$ cat src/rtl/pcmp_pkg.sv
package pcmp_pkg;
   localparam int unsigned LANE_BITS = 8;

   typedef enum logic [1:0] {
      OP_EQ  = 2'b00,
      OP_GT  = 2'b01,
      OP_GE  = 2'b10,
      OP_RSV = 2'b11
   } pcmp_op_e;

   typedef struct packed {
      logic gt;
      logic eq;
   } pcmp_flag_t;

   function automatic logic pick_result(input pcmp_flag_t f, input logic [1:0] op);
      logic r;
      case (op)
         OP_EQ:   r = f.eq;
         OP_GT:   r = f.gt;
         OP_GE:   r = f.gt | f.eq;
         default: r = 1'b0;
      endcase
      return r;
   endfunction
endpackage

$ cat src/rtl/pcmp_lane.sv
module pcmp_lane
   import pcmp_pkg::*;
#(
   parameter int unsigned W = 8
) (
   input  logic [W-1:0] a_i,
   input  logic [W-1:0] b_i,
   output pcmp_flag_t   flag_o
);
   always_comb begin
      flag_o.gt = (a_i > b_i);
      flag_o.eq = (a_i == b_i);
   end
endmodule

$ cat src/rtl/pcmp_chain.sv
module pcmp_chain
   import pcmp_pkg::*;
#(
   parameter int unsigned LANES = 3
) (
   input  pcmp_flag_t [LANES-1:0] lane_i,
   input  logic       [LANES-2:0] split_i,
   output pcmp_flag_t [LANES-1:0] acc_o
);
   // acc at lane i: comparison of lanes from its group start up to lane i
   for (genvar i = 0; i < LANES; i++) begin : g_st
      pcmp_flag_t acc;
      if (i == 0) begin : g_base
         assign acc = lane_i[0];
      end else begin : g_link
         always_comb begin
            if (split_i[i-1]) begin
               acc = lane_i[i];
            end else begin
               acc.gt = lane_i[i].gt | (lane_i[i].eq & g_st[i-1].acc.gt);
               acc.eq = lane_i[i].eq & g_st[i-1].acc.eq;
            end
         end
      end
      assign acc_o[i] = acc;
   end
endmodule

$ cat src/rtl/pcmp_spread.sv
module pcmp_spread
   import pcmp_pkg::*;
#(
   parameter int unsigned LANES = 3
) (
   input  pcmp_flag_t [LANES-1:0] acc_i,
   input  logic       [LANES-2:0] split_i,
   output pcmp_flag_t [LANES-1:0] grp_o
);
   // top lane of each group holds the group result; copy it downward
   for (genvar i = LANES - 1; i >= 0; i--) begin : g_sp
      pcmp_flag_t val;
      if (i == LANES - 1) begin : g_top
         assign val = acc_i[i];
      end else begin : g_mid
         assign val = split_i[i] ? acc_i[i] : g_sp[i+1].val;
      end
      assign grp_o[i] = val;
   end
endmodule

$ cat src/rtl/pcmp_top.sv
module pcmp_top
   import pcmp_pkg::*;
#(
   parameter int unsigned LANES  = 3,
   parameter int unsigned LANE_W = 8
) (
   input  logic [LANES*LANE_W-1:0] a_i,
   input  logic [LANES*LANE_W-1:0] b_i,
   input  logic [1:0]              op_i,
   input  logic [LANES-2:0]        split_i,
   output logic [LANES-1:0]        res_o
);
   localparam int unsigned WIDTH = LANES * LANE_W;

   if (LANES < 2) begin : g_bad_lanes
      $error("pcmp_top: LANES must be at least 2");
   end
   if (LANE_W != LANE_BITS) begin : g_bad_width
      $error("pcmp_top: LANE_W must equal the fixed 8-bit lane size");
   end
   if (WIDTH > 1024) begin : g_bad_total
      $error("pcmp_top: operand width too large");
   end

   pcmp_flag_t [LANES-1:0] lane_f;
   pcmp_flag_t [LANES-1:0] acc_f;
   pcmp_flag_t [LANES-1:0] grp_f;

   for (genvar i = 0; i < LANES; i++) begin : g_lane
      pcmp_lane #(.W(LANE_W)) u_lane (
         .a_i    (a_i[i*LANE_W +: LANE_W]),
         .b_i    (b_i[i*LANE_W +: LANE_W]),
         .flag_o (lane_f[i])
      );
   end

   pcmp_chain #(.LANES(LANES)) u_chain (
      .lane_i  (lane_f),
      .split_i (split_i),
      .acc_o   (acc_f)
   );

   pcmp_spread #(.LANES(LANES)) u_spread (
      .acc_i   (acc_f),
      .split_i (split_i),
      .grp_o   (grp_f)
   );

   for (genvar i = 0; i < LANES; i++) begin : g_out
      assign res_o[i] = pick_result(grp_f[i], op_i);
   end
endmodule

$ cat config.mk
export PLATFORM = sky130hd
export DESIGN_NAME = pcmp_top
export DESIGN_NICKNAME = d
export VERILOG_FILES = /design/src/rtl/pcmp_pkg.sv /design/src/rtl/pcmp_lane.sv /design/src/rtl/pcmp_chain.sv /design/src/rtl/pcmp_spread.sv /design/src/rtl/pcmp_top.sv
export SDC_FILE = /design/constraint.sdc
export NUM_CORES = 1
export LEC_CHECK = 0
export ABC_AREA = 1
export ABC_CLOCK_PERIOD_IN_PS = 2400
export BUFFER_PORTS_ARGS = -buffer_cell sky130_fd_sc_hd__buf_2
export CAP_MARGIN = 20
export CORE_AREA = 5 5 47 49
export DETAILED_ROUTE_END_ITERATION = 10
export DIE_AREA = 0 0 52 54
export GPL_TIMING_DRIVEN = 0
export PLACE_DENSITY_LB_ADDON = 0.12
export SYNTH_ARGS = -nofsm -noshare
export SYNTH_HDL_FRONTEND = slang
export SYNTH_SLANG_ARGS = --single-unit
$ cat constraint.sdc
create_clock -name vclk -period 2.4
set_input_delay 0.12 -clock vclk [all_inputs]
set_output_delay 0.12 -clock vclk [all_outputs]
set_load 0.05 [all_outputs]
==> results.py <==
metrics = {
    "outcome": {
        "status": "finished clean",
    },
    "route": {
        "vias_per_cell": 4.45,
        "finalWirelength_microns": 1830,
        "wl_per_cell_microns": 8.38,
        "vias": 970,
        "firstDrtPassIters": 4,
        "antenna_left": 0,
        "drt_iter0_markers": 7,
        "drc": 0,
    },
    "global_route": {
        "antenna_found_initial": 0,
        "globalRouteTotalUtil": 0.129,
        "grt_max_degree": 6,
        "grt_pass1_wl_microns": 2980,
        "grt_overflow": 0,
        "grt_pass1_vias": 860,
    },
    "timing": {
        "period_needed_ps": 1760,
        "fin_worst_hold_slack_ps": 700,
        "period_share": 0.732,
        "hold_violations": 0,
        "timing.fmax_mhz": 569,
        "rsz0062_at_grt": "false",
        "finalSetupTns_ps": 0,
        "worstMarginPinSlew_ps": 257,
        "setup_viol": 0,
        "slew_violations": 0,
        "relSlewSlack": 0.830,
    },
    "logic_synthesis": {
        "synth_area_per_cell_sq_um": 5.92,
        "synthTopCellsByArea": "ha_1 (37%), nand2_1 (18%), inv_1 (15%), nor2_1 (5.1%), a21oi_1 (4.3%)",
        "yosysSeqAreaShare": 0,
        "netlist.area_leader.share": 0.373,
        "yosysWarnings": 0,
        "synth_cells": 136,
        "netlist-cell-type-count": 17,
        "synth_nets": 212,
        "syn-cell-area_sq_um": 806,
        "yosys.area.top_type": "ha_1",
    },
    "floorplan": {
        "io_pins": 55,
        "dieArea_sq_mm": 0.00281,
        "core_sq_mm": 0.00182,
        "placementRows": 16,
        "fp.dieW_microns": 52,
        "initial_core_util": 0.442,
        "die_y_microns": 54,
    },
    "cells_and_area": {
        "clock_buffers": 0,
        "final_cell_mix": "buf_2 (55), nand2_1 (38), inv_1 (32), ha_1 (24), nor2_1 (11)",
        "multiInputGateArea_sq_um": 671,
        "final-seq-area_sq_um": 0,
        "stdcell_count": 218,
        "layout_commonest_cell": "buf_2",
        "seq_cells": 0,
        "final_util": 0.612,
        "nets": 269,
        "drive_gt1_frac": 0.346,
        "areaGrowthSynthToFinish_pct": 38.4,
        "n_antenna_cell": 0,
        "fillers": 188,
    },
    "critical_path": {
        "endpoint_kind": "primary output",
        "crit_top_cell": "nand2_1",
        "slowest_stage": "ha_1",
        "cp_data_required_time_ps": 2280,
        "cp_cell_sequence": "buf_2 -> ha_1 -> nand2_1 -> nor2_1 -> nand2_1 -> nand2_1 -> nor2_1 -> nand2_1 -> nand2_1 -> nand2_1 -> nand2_1 -> nand2_1 -> o21ai_2 -> buf_2",
        "cp_max_fo": 4,
        "startpoint": "a_i[3]",
        "critPathKind": "input port to primary output",
        "arrival_ps": 1640,
        "cp-start-kind": "input port",
        "max_stage_delay_ps": 310,
    },
    "pwr": {
        "p_int_mw": 0.0867,
        "p_sw_mw": 0.108,
        "design_power_total_mw": 0.195,
        "pwr-share-comb": 1.000,
        "power_leakage_nw": 0.785,
        "pwr-share-seq": 0,
        "switching_share": 0.555,
        "clkPwrFrac": 0,
        "powerDensity_mw_per_mm2": 175,
        "ir_worst_vdd_uv": 81.9,
    },
    "place": {
        "portBuffers": 55,
        "dp_hpwl_microns": 1770,
        "gp_congestion": 0.674,
        "dp_cells": 218,
    },
    "clock_tree": {
        "hold_buffers": 0,
        "postCtsResizedCells": 0,
        "post_cts_buffers": 0,
    },
    "job": {
        "drv_cap": 0,
    },
    "worst_hold_path": {
        "hold_path.class": "input port to primary output",
        "min_from": "split_i[0]",
    },
}
-- cell type report --
class,instances,area share
inverter,36,0.121
multi-input combinational,100,0.602
tap,27,0.0303
timing repair buffer,55,0.247
-- metal layers --
layer | global-route usage | share of wire | vias to the layer above
li1 | - | - | 535
met1 | 0.146 | 0.40 | 407
met2 | 0.272 | 0.54 | 28
met3 | 0.00831 | 0.059 | 0
met4 | 0 | 0 | 0
met5 | 0 | 0 | -
-- critical path: cells and delay by family --
family	cells	cell delay [ps]
AND/OR/NAND/NOR	10	750
buffers and inverters	2	380
adder cells (fa/ha/maj)	1	310
AO/OA/AOI/OAI	1	60
-- power groups by stage --
| stage | logic [mW] | clock network (mW) | registers [mW] |
|---|---|---|---|
| global route | 0.226 | 0 | 0 |
| CTS | 0.198 | 0 | 0 |
| detailed placement | 0.197 | 0 | 0 |
| finish | 0.195 | 0 | 0 |
| floorplan | 0.128 | 0 | 0 |
| global placement | 0.188 | 0 | 0 |
-- metrics by stage --
step / setup WS [ps] / area [sq um]
2_1_floorplan: 847 / 806
3_3_place_gp: 696 / 1110
3_5_place_dp: 655 / 1110
4_1_cts: 652 / 1110
5_1_grt: 449 / 1110
6_report: 643 / 1110
-- Yosys cell counts, types with 2 or more instances --
| cell | count |
|---|---|
| nand3_1 | 6 |
| inv_1 | 32 |
| nand2_2 | 3 |
| ha_1 | 24 |
| inv_2 | 4 |
| a21oi_1 | 7 |
| nand2_1 | 38 |
| a21o_1 | 2 |
| o21ai_0 | 2 |
| nor2_1 | 11 |
-- path summary, 6_finish.rpt --
check | to | slack, ps | cells after the start
max | res_o[1] | 640 | 14
min | res_o[0] | 700 | 5
-- cell families after synthesis --
group	synth area share
and+or+nand+nor	0.329
adders and majority gates	0.373
xor gates and xnor gates	0.0202
AOI/OAI and AO/OA	0.110
buffers and inverters	0.168
No activity file was read; power rests on OpenSTA's default activity.
